<file path="config.mk">
export PLATFORM = sky130hd
export DESIGN_NAME = alu_hc_core
export DESIGN_NICKNAME = d
export VERILOG_FILES = /design/src/rtl/alu_hc_pkg.sv /design/src/rtl/byte_arith.sv /design/src/rtl/word_arith.sv /design/src/rtl/bcd_adjust.sv /design/src/rtl/alu_hc_core.sv
export SDC_FILE = /design/constraint.sdc
export NUM_CORES = 1
export LEC_CHECK = 0
export BUFFER_PORTS_ARGS = -buffer_cell sky130_fd_sc_hd__buf_2
export CORE_ASPECT_RATIO = 0.8
export CORE_MARGIN = 4
export CORE_UTILIZATION = 25
export DETAILED_ROUTE_END_ITERATION = 8
export PLACE_DENSITY = 0.5
export SLEW_MARGIN = 30
export SYNTH_ARGS = -nofsm -noshare
export SYNTH_HDL_FRONTEND = slang
export SYNTH_HIERARCHICAL = 1
export SYNTH_SLANG_ARGS = --single-unit
</file>
<file path="constraint.sdc">
create_clock -name clk -period 3.8 [get_ports clk]
set_input_delay 0.57 -clock clk [delete_from_list [all_inputs] [get_ports clk]]
set_output_delay 0.57 -clock clk [all_outputs]
set_load 0.02 [all_outputs]
</file>
<file path="src/rtl/alu_hc_pkg.sv">
package alu_hc_pkg;
  localparam int NIB_W  = 4;
  localparam int BYTE_W = 8;
  localparam int WORD_W = 16;
  localparam int FLAG_W = 4;
  localparam int OP_W   = 3;
  localparam int WCARRY_HALF = 12;

  typedef enum logic [OP_W-1:0] {
    OP_ADD8   = 3'd0,
    OP_SUB8   = 3'd1,
    OP_ADDW   = 3'd2,
    OP_ADDOFS = 3'd3,
    OP_INCW   = 3'd4,
    OP_DECW   = 3'd5,
    OP_DADJ   = 3'd6,
    OP_PASS   = 3'd7
  } op_e;

  typedef struct packed {
    logic z;
    logic n;
    logic h;
    logic c;
  } flags_t;
endpackage

</file>
<file path="src/rtl/byte_arith.sv">
module byte_arith
  import alu_hc_pkg::*;
(
  input  logic              do_sub,
  input  logic [BYTE_W-1:0] a,
  input  logic [BYTE_W-1:0] b,
  output logic [BYTE_W-1:0] res,
  output logic              half,
  output logic              carry
);
  logic [NIB_W:0]  lo;
  logic [BYTE_W:0] full;

  always_comb begin
    if (do_sub) begin
      lo   = {1'b0, a[NIB_W-1:0]} - {1'b0, b[NIB_W-1:0]};
      full = {1'b0, a} - {1'b0, b};
    end else begin
      lo   = {1'b0, a[NIB_W-1:0]} + {1'b0, b[NIB_W-1:0]};
      full = {1'b0, a} + {1'b0, b};
    end
    res   = full[BYTE_W-1:0];
    half  = lo[NIB_W];
    carry = full[BYTE_W];
  end
endmodule

</file>
<file path="src/rtl/word_arith.sv">
module word_arith
  import alu_hc_pkg::*;
(
  input  op_e               op,
  input  logic [WORD_W-1:0] a,
  input  logic [WORD_W-1:0] b,
  output logic [WORD_W-1:0] res,
  output logic              half,
  output logic              carry
);
  localparam int EXT_W = WORD_W - BYTE_W;

  logic [WORD_W:0]        pair_sum;
  logic [WCARRY_HALF:0]   pair_low;
  logic [WORD_W-1:0]      ofs_ext;
  logic [BYTE_W:0]        ofs_byte;
  logic [NIB_W:0]         ofs_nib;

  assign ofs_ext  = {{EXT_W{b[BYTE_W-1]}}, b[BYTE_W-1:0]};
  assign pair_sum = {1'b0, a} + {1'b0, b};
  assign pair_low = {1'b0, a[WCARRY_HALF-1:0]} + {1'b0, b[WCARRY_HALF-1:0]};
  assign ofs_byte = {1'b0, a[BYTE_W-1:0]} + {1'b0, b[BYTE_W-1:0]};
  assign ofs_nib  = {1'b0, a[NIB_W-1:0]} + {1'b0, b[NIB_W-1:0]};

  always_comb begin
    res   = a;
    half  = 1'b0;
    carry = 1'b0;
    unique case (op)
      OP_ADDW: begin
        res   = pair_sum[WORD_W-1:0];
        half  = pair_low[WCARRY_HALF];
        carry = pair_sum[WORD_W];
      end
      OP_ADDOFS: begin
        res   = a + ofs_ext;
        half  = ofs_nib[NIB_W];
        carry = ofs_byte[BYTE_W];
      end
      OP_INCW: res = a + WORD_W'(1);
      OP_DECW: res = a - WORD_W'(1);
      default: res = a;
    endcase
  end
endmodule

</file>
<file path="src/rtl/bcd_adjust.sv">
module bcd_adjust
  import alu_hc_pkg::*;
(
  input  logic [BYTE_W-1:0] val,
  input  flags_t            fin,
  output logic [BYTE_W-1:0] res,
  output logic              carry
);
  localparam logic [BYTE_W-1:0] LO_FIX  = 8'h06;
  localparam logic [BYTE_W-1:0] HI_FIX  = 8'h60;
  localparam logic [BYTE_W-1:0] HI_LIM  = 8'h99;
  localparam logic [NIB_W-1:0]  DIG_LIM = 4'd9;

  logic [BYTE_W-1:0] corr;

  always_comb begin
    corr  = '0;
    carry = fin.c;
    if (!fin.n) begin
      if (fin.h || (val[NIB_W-1:0] > DIG_LIM)) corr = corr | LO_FIX;
      if (fin.c || (val > HI_LIM)) begin
        corr  = corr | HI_FIX;
        carry = 1'b1;
      end
      res = val + corr;
    end else begin
      if (fin.h) corr = corr | LO_FIX;
      if (fin.c) corr = corr | HI_FIX;
      res = val - corr;
    end
  end
endmodule

</file>
<file path="src/rtl/alu_hc_core.sv">
module alu_hc_core
  import alu_hc_pkg::*;
(
  input  logic              clk,
  input  logic              rst_n,
  input  logic              in_valid,
  output logic              in_ready,
  input  logic [OP_W-1:0]   in_op,
  input  logic [WORD_W-1:0] in_a,
  input  logic [WORD_W-1:0] in_b,
  output logic              out_valid,
  input  logic              out_ready,
  output logic [WORD_W-1:0] out_result,
  output logic [FLAG_W-1:0] out_flags
);
  op_e               op;
  flags_t            flag_q, flag_d;
  logic [WORD_W-1:0] res_q, res_d;
  logic              vld_q, accept;

  logic [BYTE_W-1:0] b_res, d_res;
  logic              b_h, b_c, d_c;
  logic [WORD_W-1:0] w_res;
  logic              w_h, w_c;

  assign op       = op_e'(in_op);
  assign in_ready = !vld_q || out_ready;
  assign accept   = in_valid && in_ready;

  byte_arith u_byte (
    .do_sub (op == OP_SUB8),
    .a      (in_a[BYTE_W-1:0]),
    .b      (in_b[BYTE_W-1:0]),
    .res    (b_res),
    .half   (b_h),
    .carry  (b_c)
  );

  word_arith u_word (
    .op    (op),
    .a     (in_a),
    .b     (in_b),
    .res   (w_res),
    .half  (w_h),
    .carry (w_c)
  );

  bcd_adjust u_bcd (
    .val   (in_a[BYTE_W-1:0]),
    .fin   (flag_q),
    .res   (d_res),
    .carry (d_c)
  );

  always_comb begin
    flag_d = flag_q;
    res_d  = in_a;
    unique case (op)
      OP_ADD8, OP_SUB8: begin
        res_d    = {{(WORD_W-BYTE_W){1'b0}}, b_res};
        flag_d.z = (b_res == '0);
        flag_d.n = (op == OP_SUB8);
        flag_d.h = b_h;
        flag_d.c = b_c;
      end
      OP_ADDW: begin
        res_d    = w_res;
        flag_d.n = 1'b0;
        flag_d.h = w_h;
        flag_d.c = w_c;
      end
      OP_ADDOFS: begin
        res_d    = w_res;
        flag_d.z = 1'b0;
        flag_d.n = 1'b0;
        flag_d.h = w_h;
        flag_d.c = w_c;
      end
      OP_INCW, OP_DECW: res_d = w_res;
      OP_DADJ: begin
        res_d    = {{(WORD_W-BYTE_W){1'b0}}, d_res};
        flag_d.z = (d_res == '0);
        flag_d.h = 1'b0;
        flag_d.c = d_c;
      end
      default: res_d = in_a;
    endcase
  end

  always_ff @(posedge clk) begin
    if (!rst_n) begin
      vld_q  <= 1'b0;
      res_q  <= '0;
      flag_q <= '0;
    end else begin
      if (accept) begin
        vld_q  <= 1'b1;
        res_q  <= res_d;
        flag_q <= flag_d;
      end else if (out_ready) begin
        vld_q <= 1'b0;
      end
    end
  end

  assign out_valid  = vld_q;
  assign out_result = res_q;
  assign out_flags  = flag_q;
endmodule

</file>
==> results of run 1 <==
[final cells by class]
class | count | area [um2]
fillers | 1756 | 11260
multi-input cells | 489 | 3601
repair buffers | 127 | 803.3
flip-flops and latches | 21 | 420.4
well taps | 220 | 275.3
inverters | 31 | 116.4
clock buffers | 4 | 78.83
[state kept, by name, indices dropped and copies added, names as in the netlist]
| signal | cells |
|---|---|
| out_result | 16 |
| out_flags | 4 |
| out_valid | 1 |
[path summary, 6_finish.rpt]
path | cells past startpoint | from | slack (ns) | endpoint
min | 2 | out_result[4]$_SDFFE_PN0P_ | 0.49 | out_result[4]$_SDFFE_PN0P_
max | 17 | in_b[2] | 0.18 | out_result[15]$_SDFFE_PN0P_
min reg2reg | 2 | out_result[4]$_SDFFE_PN0P_ | 0.49 | out_result[4]$_SDFFE_PN0P_
max reg2reg | 11 | out_flags[2]$_SDFFE_PN0P_ | 0.78 | out_flags[3]$_SDFFE_PN0P_
[synthesized netlist by cell type, types with 3 or more instances]
cell / instances
nor4_1: 3
nand2_1: 30
nand4_1: 10
o21ai_1: 10
fa_1: 3
inv_1: 31
o31ai_1: 3
o21a_1: 7
a222oi_1: 8
a311o_1: 3
o21bai_1: 3
nor3_1: 11
nand3_1: 13
xor2_1: 17
a21oi_1: 52
o22ai_1: 3
or4_1: 3
a21o_1: 15
o21ai_0: 27
a211oi_1: 9
a31oi_1: 12
nand2b_1: 9
o221ai_1: 6
xnor2_1: 25
clkbuf_1: 12
nor2b_1: 8
buf_2: 8
dfxtp_1: 21
mux2i_1: 6
nor2_1: 54
o211ai_1: 11
and3_1: 5
or2_2: 5
a221oi_1: 6
a22oi_1: 3
or3_1: 5
ha_1: 53
[cells in the final DEF (no fill, tap or decap), types with 6 or more instances in the layout]
master and n:
nand2b_1 9, a211oi_1 8, a21oi_1 52, a31oi_1 11
nand3_1 13, xor2_1 17, o221ai_1 6, o211ai_1 11
o21a_1 6, buf_2 60, nor3_1 11, a21o_1 15
nand4_1 10, dfxtp_1 21, o21ai_1 9, mux2i_1 6
inv_1 31, nand2_1 30, a222oi_1 8, nor2b_1 8
xnor2_1 25, nor2_1 52, ha_1 52, buf_4 67
o21ai_0 27
[repair_timing]
item                                    4_1_cts  5_1_grt
gates resized for setup                       0       11
hold buffers                                  0        0
endpoints found under the setup margin        0        8
[per-stage QoR]
step	cell area, um2	util	hold WS [ns]
after floorplan	4208	-	0.5593
after global placement	5160	0.3117	0.4789
after detailed placement	5160	0.3117	0.4795
after CTS	5239	0.3165	0.4920
after global routing	5295	0.3199	0.5145
final	5295	0.3199	0.4898
[per-layer routing]
layer | vias to the layer above | wire, um | global-route usage
li1 | 2360 | - | -
met1 | 2222 | 7542 | 0.2232
met2 | 115 | 6717 | 0.2519
met3 | 12 | 803 | 0.01771
met4 | 6 | 63 | 0.02059
met5 | - | 45 | 0
[worst min-delay path, stage by stage, from the launching register on]
cell and delay (ns):
dfxtp_1 0.30, nand3_1 0.06, o211ai_1 0.07
[power breakdown]
| group | total, mW | switching [mW] | internal [mW] |
|---|---|---|---|
| clock network | 0.218 | 0.0751 | 0.143 |
| registers | 0.254 | 0.0117 | 0.242 |
| logic | 0.957 | 0.544 | 0.413 |
| total | 1.43 | 0.631 | 0.798 |
[cells by family after synthesis]
kind of cell,count (synthesis)
XOR/XNOR,42
buffers and inverters,56
multiplexers,7
adder cells (fa/ha/maj),56
AND/OR/NAND/NOR,176
flip-flops,21
AO/OA/AOI/OAI,208
==> out/results.tsv, run 1 <==
metric	value	unit
FMAX	276.1	MHz
post-synth net total	661	
#FFs+latches synth	21	
DRC Markers	0	
Layout area overhead	25.84	%
setup TNS	0	ns
Post-Synth XOR/XNOR Area	0.08742	
Vias	4715	
hpwl dp	12560	um
GRT overflow	0	
Initial Utilization	0.2542	
crit-path cells	buf_2 -> or4_4 -> nor2_2 -> nand2_1 -> a21oi_1 -> ha_1 -> a21o_1 -> a21o_1 -> buf_4 -> nor4_1 -> a2111oi_2 -> buf_4 -> o211ai_4 -> mux2i_1 -> a211oi_2 -> a221oi_1 -> nor2_1	
net count reported at finish	768	
WL per Instance	17.01	um
share of cells above drive strength 1	0.2470	
Rel. slew slack	0.5288	
mux contribution to synthesized area	0.01695	
Primary FF master, synth	dfxtp_1	
top post-synthesis cells by area	ha_1, dfxtp_1, a21oi_1, xnor2_1, nor2_1	
status	completed	
largest net degree at the start of global routing	32	
final wirelength	15170	um
Row Count	42	
Finished Layout Cells	892	
Slew @ Worst Pin	0.7045	ns
port buffer count	60	
# IOs	61	
CTS tree	yes	
Tmin final	3.622	ns
Die H	124.0	um
warnings from Yosys	6	
antenna violations before repair	3	
CP peak stage delay	0.55	ns
Leak	2.364	nW
top cell type's share of synthesized area	0.1576	
Worst VDD drop	142.4	uV
Max Clock Skew	0.001432	ns
number of global-route vias before repair	4426	
first-pass GRT wire length	23850	um
buffer and inverter count on the worst path	3	
worst skew pair latency	0.25	ns
Max-Cap Viols	0	
cell count after synthesis	566	
Worst Path Class, Setup	input pin to flop	
GPL Wtd Cong	0.9261	
asr flop ratio synth	0	
CTS Root Cell	clkbuf_16	
final setup fails	0	
Antenna Nets Post-Route	0	
Critical Path End Type	flop	
adder-cell share of the synthesized area	0.1719	
Synth Area in Simple Gates	0.2209	
Post-synth EDFFs	0	
Synth Area in Compound Gates	0.3452	
Core ar.	0.01655	mm2
CP required	3.94	ns
crit path DAT	3.76	ns
CP delay by family, top	simple AND/OR/NAND/NOR gates	
final worst setup slack	0.1783	ns
Max Root-Sink Buffers	2	
sequential share of the synthesized area	0.09991	
Fin. Hold Viols	0	
crit start category	input pin	
initial drt markers	325	
syn_area_per_cell	7.434	um2
PD cells	269.8	mW/mm2
Num Clock Sinks	21	
fin. max-slew vios	0	
Die W	153.1	um
Final Power	1.429	mW
Vias/cell	5.286	
CP max stage cell	or4_4	
hold crit path type	flop to flop	
Overall Global Routing Usage	0.1537	
postcts setup bufs	0	
die area	0.01898	mm2
cts bufs inserted	3	
DRT Pass-1 Iters	7	
Synth area leader	ha_1	
post-synthesis cell area	0.004208	mm2
Cells after DPL	888	
Yosys cell types	79	
H-tree level count	1	
critical-path maximum fanout	3	
post-place setup slack	-0.2161	ns
Tcrit/Tclk final	0.9531	
largest family of logic cells by synthesized area	compound AO/OA/AOI/OAI gates	
diodes inserted	0	
Reg clk slew, reported paths	0.06	ns
Power figures use the tool's default switching activity.
==> inputs of run 2 (changes only) <==
--- a/config.mk
+++ b/config.mk
@@ -5,12 +5,13 @@
 export SDC_FILE = /design/constraint.sdc
 export NUM_CORES = 1
 export LEC_CHECK = 0
+export ABC_AREA = 1
 export BUFFER_PORTS_ARGS = -buffer_cell sky130_fd_sc_hd__buf_2
 export CORE_ASPECT_RATIO = 0.8
 export CORE_MARGIN = 4
 export CORE_UTILIZATION = 25
 export DETAILED_ROUTE_END_ITERATION = 8
-export PLACE_DENSITY = 0.5
+export PLACE_DENSITY = 0.49
 export SLEW_MARGIN = 30
 export SYNTH_ARGS = -nofsm -noshare
 export SYNTH_HDL_FRONTEND = slang
==> out/results.tsv, run 2 <==
metric	value	unit
status	completed	
commonest non-fill, non-tap cells in the layout	nand2_1, inv_1, nand3_1	
sequential share of the synthesized area	0.08598	
initial drt markers	365	
cell count after synthesis	912	
final setup fails	0	
post-synthesis cell area	0.004890	mm2
cts bufs inserted	3	
Max Root-Sink Buffers	2	
CP delay by family, top	simple AND/OR/NAND/NOR gates	
Primary FF master, synth	dfxtp_1	
share of cells above drive strength 1	0.1136	
critical path depth	23	
diodes inserted	0	
CP required	3.93	ns
critical-path maximum fanout	6	
GPL Wtd Cong	0.8680	
# IOs	61	
number of global-route vias before repair	4853	
Die W	164.4	um
Vias	5419	
warnings from Yosys	6	
Crit path top cell by count	nand2_1	
hpwl dp	13730	um
Overall Global Routing Usage	0.1455	
setup TNS	0	ns
Tmin final	3.151	ns
CTS Root Cell	clkbuf_16	
Layout area overhead	12.90	%
Worst Path Class, Setup	input pin to flop	
R2R Setup Slk	1.40	ns
fin. max-slew vios	0	
GRT overflow	0	
Synth area leader	nand2_1	
post-synth net total	1007	
FMAX	317.4	MHz
leading cell type in the layout, fill and taps excluded	nand2_1	
r2r worst-path depth	19	
Max Clock Skew	0.001275	ns
postcts setup bufs	0	
syn_area_per_cell	5.362	um2
top post-synthesis cells by area	nand2_1, ha_1, inv_1, dfxtp_1, nand3_1	
crit-path cells	buf_2 -> inv_1 -> ha_1 -> nand3_1 -> nor2_1 -> nand2_1 -> or2_2 -> nand2_1 -> nand2_1 -> nand2_1 -> ha_1 -> nand2_1 -> inv_1 -> a21oi_1 -> nand2_1 -> or2_2 -> nand3_1 -> nand3_1 -> nand2_1 -> nand2_1 -> nand3b_1 -> nand2_1 -> a21oi_1	
Critical Path End Type	flop	
Post-CTS Hold Buffers	0	
Tcrit/Tclk final	0.8292	
Worst Setup SP	in_b[1]	
Gates resized, CTS repair	0	
final wirelength	16290	um
top cells by count, synth	nand2_1, inv_1, nand3_1	
DRT Pass-1 Iters	5	
DRC Markers	0	
CTS tree	yes	
crit start category	input pin	
WL per Instance	13.28	um
H-tree level count	1	
Rel. slew slack	0.5375	
largest net degree at the start of global routing	21	
Initial Utilization	0.2562	
Worst VDD drop	159.0	uV
Largest register FFs	16	
CP peak stage delay	0.28	ns
port buffer count	60	
most common cell in the synthesized netlist	nand2_1	
crit path DAT	3.29	ns
Yosys cell types	42	
Slew @ Worst Pin	0.6938	ns
Worst Setup EP	out_result[7]$_SDFFE_PN0P_	
Num Clock Sinks	21	
Leak	3.285	nW
worst skew pair latency	0.25	ns
#FFs+latches synth	21	
Die H	133.1	um
RSZ-0062 raised after global routing	false	
reg-to-reg endpoint	out_flags[3]$_SDFFE_PN0P_	
Reg clk slew, reported paths	0.06	ns
Fin. Hold Viols	0	
Post-synth EDFFs	0	
Row Count	45	
Core ar.	0.01909	mm2
final worst setup slack	0.6492	ns
hold crit path type	flop to flop	
net count reported at finish	1064	
post-place setup slack	0.3918	ns
top cell type's share of synthesized area	0.2718	
Max-Cap Viols	0	
Antenna Nets Post-Route	0	
PD cells	245.9	mW/mm2
antenna violations before repair	0	
first-pass GRT wire length	25740	um
CP max stage cell	or2_2	
die area	0.02187	mm2
worst r2r src	out_flags[1]$_SDFFE_PN0P_	
buffer and inverter count on the worst path	3	
asr flop ratio synth	0	
Vias/cell	4.420	
## run 2: cell types whose count changed in the layout (fill, tap and decap cells not counted), moves of 12 or more
cell and change:
nand2_1 +324, inv_1 +124, nand3_1 +71, buf_4 -61
xnor2_1 -16, a21o_1 -15, nand3b_1 +15, xor2_1 -12
## run 2: cell families (layout without fill, tap and decap cells)
family | Yosys count | after routing | synth area share
simple gates | 557 | 557 | 0.4969
xor+xnor | 14 | 14 | 0.02508
buf+inv | 176 | 232 | 0.1489
fa+ha+maj | 56 | 56 | 0.1479
flops | 21 | 21 | 0.08598
compound gates | 88 | 88 | 0.09519
## run 2: routing by layer
metal | vias to the layer above | global-route usage | share of wire
met5 | - | 0 | 0
met4 | 0 | 0.01258 | 0.0028
met3 | 4 | 0.01619 | 0.063
met2 | 121 | 0.2009 | 0.38
met1 | 2326 | 0.2433 | 0.55
li1 | 2968 | - | -
## run 2: how the worst min path moves through the flow
stage | to | startpoint | depth (start not counted)
after floorplan | out_result[0]$_SDFFE_PN0P_ | out_result[0]$_SDFFE_PN0P_ | 2
after global placement | out_result[1]$_SDFFE_PN0P_ | out_result[1]$_SDFFE_PN0P_ | 2
after detailed placement | out_result[2]$_SDFFE_PN0P_ | out_result[2]$_SDFFE_PN0P_ | 2
after CTS | out_result[2]$_SDFFE_PN0P_ | out_result[2]$_SDFFE_PN0P_ | 2
after global routing | out_result[0]$_SDFFE_PN0P_ | out_result[0]$_SDFFE_PN0P_ | 2
final | out_result[1]$_SDFFE_PN0P_ | out_result[1]$_SDFFE_PN0P_ | 2
## run 2: tightest hold or removal path, stage by stage, from the launching register on
cell	delay, ns
dfxtp_1	0.30
nand2_1	0.06
a21oi_1	0.05
## run 2: per-stage QoR
stage | hold WS [ns] | power (mW) | cells | area [um2] | utilization
2_1_floorplan | 0.5413 | 0.8965 | 912 | 4890 | -
3_3_place_gp | 0.4509 | 1.134 | 1222 | 5440 | 0.2850
3_5_place_dp | 0.4536 | 1.135 | 1222 | 5440 | 0.2850
4_1_cts | 0.4631 | 1.362 | 1226 | 5520 | 0.2892
5_1_grt | 0.4842 | 1.506 | 1226 | 5520 | 0.2892
6_report | 0.4586 | 1.357 | 1226 | 5520 | 0.2892
## run 2: final cells by class
type                            count  area [um2]
Clock buffer                        3       75.07
Clock inverter                      1       5.005
Fill cell                        2193       13570
Inverter                          162       610.6
Multi-Input combinational cell    715        3741
Sequential cell                    21       420.4
Tap cell                          258       322.8
Timing Repair Buffer               66       345.3
## run 2: report_power, final
| group | leakage, nW | switching, mW | internal [mW] |
|---|---|---|---|
| Sequential | 0.173 | 0.0106 | 0.240 |
| Combinational | 3.07 | 0.572 | 0.313 |
| Clock | 0.0409 | 0.0802 | 0.141 |
==> inputs of run 3 (changes only) <==
--- a/config.mk
+++ b/config.mk
@@ -5,13 +5,13 @@
 export SDC_FILE = /design/constraint.sdc
 export NUM_CORES = 1
 export LEC_CHECK = 0
-export ABC_AREA = 1
+export ABC_AREA = 0
 export BUFFER_PORTS_ARGS = -buffer_cell sky130_fd_sc_hd__buf_2
 export CORE_ASPECT_RATIO = 0.8
 export CORE_MARGIN = 4
 export CORE_UTILIZATION = 25
 export DETAILED_ROUTE_END_ITERATION = 8
-export PLACE_DENSITY = 0.49
+export PLACE_DENSITY = 0.48
 export SLEW_MARGIN = 30
 export SYNTH_ARGS = -nofsm -noshare
 export SYNTH_HDL_FRONTEND = slang
==> constraint.sdc (replaced) <==
create_clock -name clk -period 2.9 [get_ports clk]
set_input_delay 0.435 -clock clk [delete_from_list [all_inputs] [get_ports clk]]
set_output_delay 0.435 -clock clk [all_outputs]
set_load 0.02 [all_outputs]
==> out/results.tsv, run 3 (synthesis gave the netlist of run 1 again) <==
metric	value	unit
status	complete, but fails checks	
failing checks	setup timing	
Vias/cell	5.224	
Placed Area	0.006053	mm2
worst skew pair latency	0.25	ns
DRT Pass-1 Iters	6	
post-place setup slack	-0.8856	ns
H-tree level count	1	
reg-to-reg endpoint	out_flags[3]$_SDFFE_PN0P_	
Initial Utilization	0.2542	
R2R Setup Slk	0.12	ns
final wirelength	18570	um
Die H	124.0	um
CTS tree	yes	
FMAX	296.3	MHz
worst r2r src	out_flags[1]$_SDFFE_PN0P_	
Layout area overhead	68.51	%
fin. max-slew vios	0	
WHS Path Cells	2	
antenna violations before repair	0	
Antenna Nets Post-Route	0	
Num Clock Sinks	21	
Cells after DPL	987	
Die W	153.1	um
die area	0.01898	mm2
Max Clock Skew	0.003204	ns
crit path DAT	3.51	ns
port buffer count	60	
hold crit path type	flop to flop	
largest net degree at the start of global routing	32	
commonest non-fill, non-tap cells in the layout	buf_4, buf_2, nor2_1	
Worst VDD drop	183.2	uV
# IOs	61	
RSZ-0062 raised after global routing	true	
hold path start	out_result[1]$_SDFFE_PN0P_	
WL per Instance	18.24	um
hpwl dp	14810	um
Critical Path End Type	flop	
GRT overflow	0	
Overall Global Routing Usage	0.1836	
CP required	3.04	ns
first-pass GRT wire length	27910	um
PD cells	341.4	mW/mm2
critical-path maximum fanout	3	
final instance area	0.007091	mm2
Slew @ Worst Pin	0.5363	ns
Max Root-Sink Buffers	2	
post-layout util	0.4283	
Largest register FFs	16	
Vias	5318	
net count reported at finish	894	
Tcrit/Tclk final	1.164	
Row Count	42	
final setup fails	11	
Tmin final	3.375	ns
Leak	3.179	nW
final worst setup slack	-0.4754	ns
leading cell type in the layout, fill and taps excluded	buf_4	
cts bufs inserted	3	
Core ar.	0.01655	mm2
Worst Path Class, Setup	input pin to flop	
DRC Markers	0	
crit start category	input pin	
Max-Cap Viols	0	
r2r worst-path depth	12	
Reg clk slew, reported paths	0.05	ns
Finished Layout Cells	1018	
number of global-route vias before repair	5043	
share of cells above drive strength 1	0.4900	
CTS Root Cell	clkbuf_16	
diodes inserted	0	
Final Power	2.420	mW
worst hold endpoint	out_result[1]$_SDFFE_PN0P_	
initial drt markers	326	
Rel. slew slack	0.6403	
Fin. Hold Viols	0	
GPL Wtd Cong	0.8877	
## run 3: cell count changes in the layout (fill, tap and decap cells not counted), moves of 12 or more
| cell | delta |
|---|---|
| nand2_1 | -331 |
| buf_4 | +167 |
| inv_1 | -129 |
| nand3_1 | -71 |
| a21oi_1 | -21 |
| buf_6 | +18 |
| a21oi_2 | +16 |
| a21o_1 | +15 |
| nand3b_1 | -15 |
| xor2_1 | +12 |
## run 3: timing repair
item | in CTS | in global routing
setup endpoints to repair | 14 | 15
resized for setup | 48 | 110
buffers inserted | 8 | 25
hold buffers | 0 | 0
pin swaps | 49 | 91
## run 3: how the worst max path moves through the flow
stage / startpoint / to / slack, ns / cells after the start
3_3_place_gp: in_b[5] / out_result[13]$_SDFFE_PN0P_ / -0.79 / 15
2_1_floorplan: in_b[5] / out_result[15]$_SDFFE_PN0P_ / -0.48 / 16
4_1_cts: in_b[2] / out_result[15]$_SDFFE_PN0P_ / -0.49 / 15
5_1_grt: in_b[2] / out_result[15]$_SDFFE_PN0P_ / -0.62 / 17
3_5_place_dp: in_b[5] / out_result[13]$_SDFFE_PN0P_ / -0.89 / 15
6_report: in_b[2] / out_result[13]$_SDFFE_PN0P_ / -0.48 / 17
## run 3: worst max-delay path, cell delays in order
cell and delay, ns:
buf_8 0.09, or4_4 0.56, nor2_4 0.18, nand2_4 0.09, ha_4 0.24, nand2_2 0.05, nand2_2 0.05, ha_4 0.16
a21oi_2 0.13, o21ai_2 0.07, buf_4 0.14, o31a_1 0.32, or3_4 0.37, a31oi_4 0.15, o2bb2ai_2 0.10, a221oi_2 0.29
nor2_1 0.07
## run 3: metal layers
layer  GRT usage  wire length, um  vias up
li1            -                -     2621
met1      0.2878             9450     2534
met2      0.2767             7993      153
met3     0.01806             1008       10
met4     0.02170              112        0
met5           0                0        -
## run 3: cell type report
type | instances | area, um2
Clock buffer | 4 | 78.83
Fill cell | 1677 | 9463
Inverter | 31 | 138.9
Multi-Input combinational cell | 489 | 4245
Sequential cell | 21 | 420.4
Tap cell | 220 | 275.3
Timing Repair Buffer | 253 | 1932
## run 3: report_power, final
part / total [mW] / internal (mW) / switching (mW)
registers: 0.332 / 0.317 / 0.0150
logic: 1.80 / 0.882 / 0.920
clock network: 0.286 / 0.187 / 0.0985
## run 3: per-stage QoR
stage	hold WS, ns	TNS [ns]
2_1_floorplan	0.5593	-2.542
3_3_place_gp	0.4829	-8.850
3_5_place_dp	0.4811	-9.314
4_1_cts	0.4938	-3.977
5_1_grt	0.5101	-5.573
6_report	0.4877	-4.049
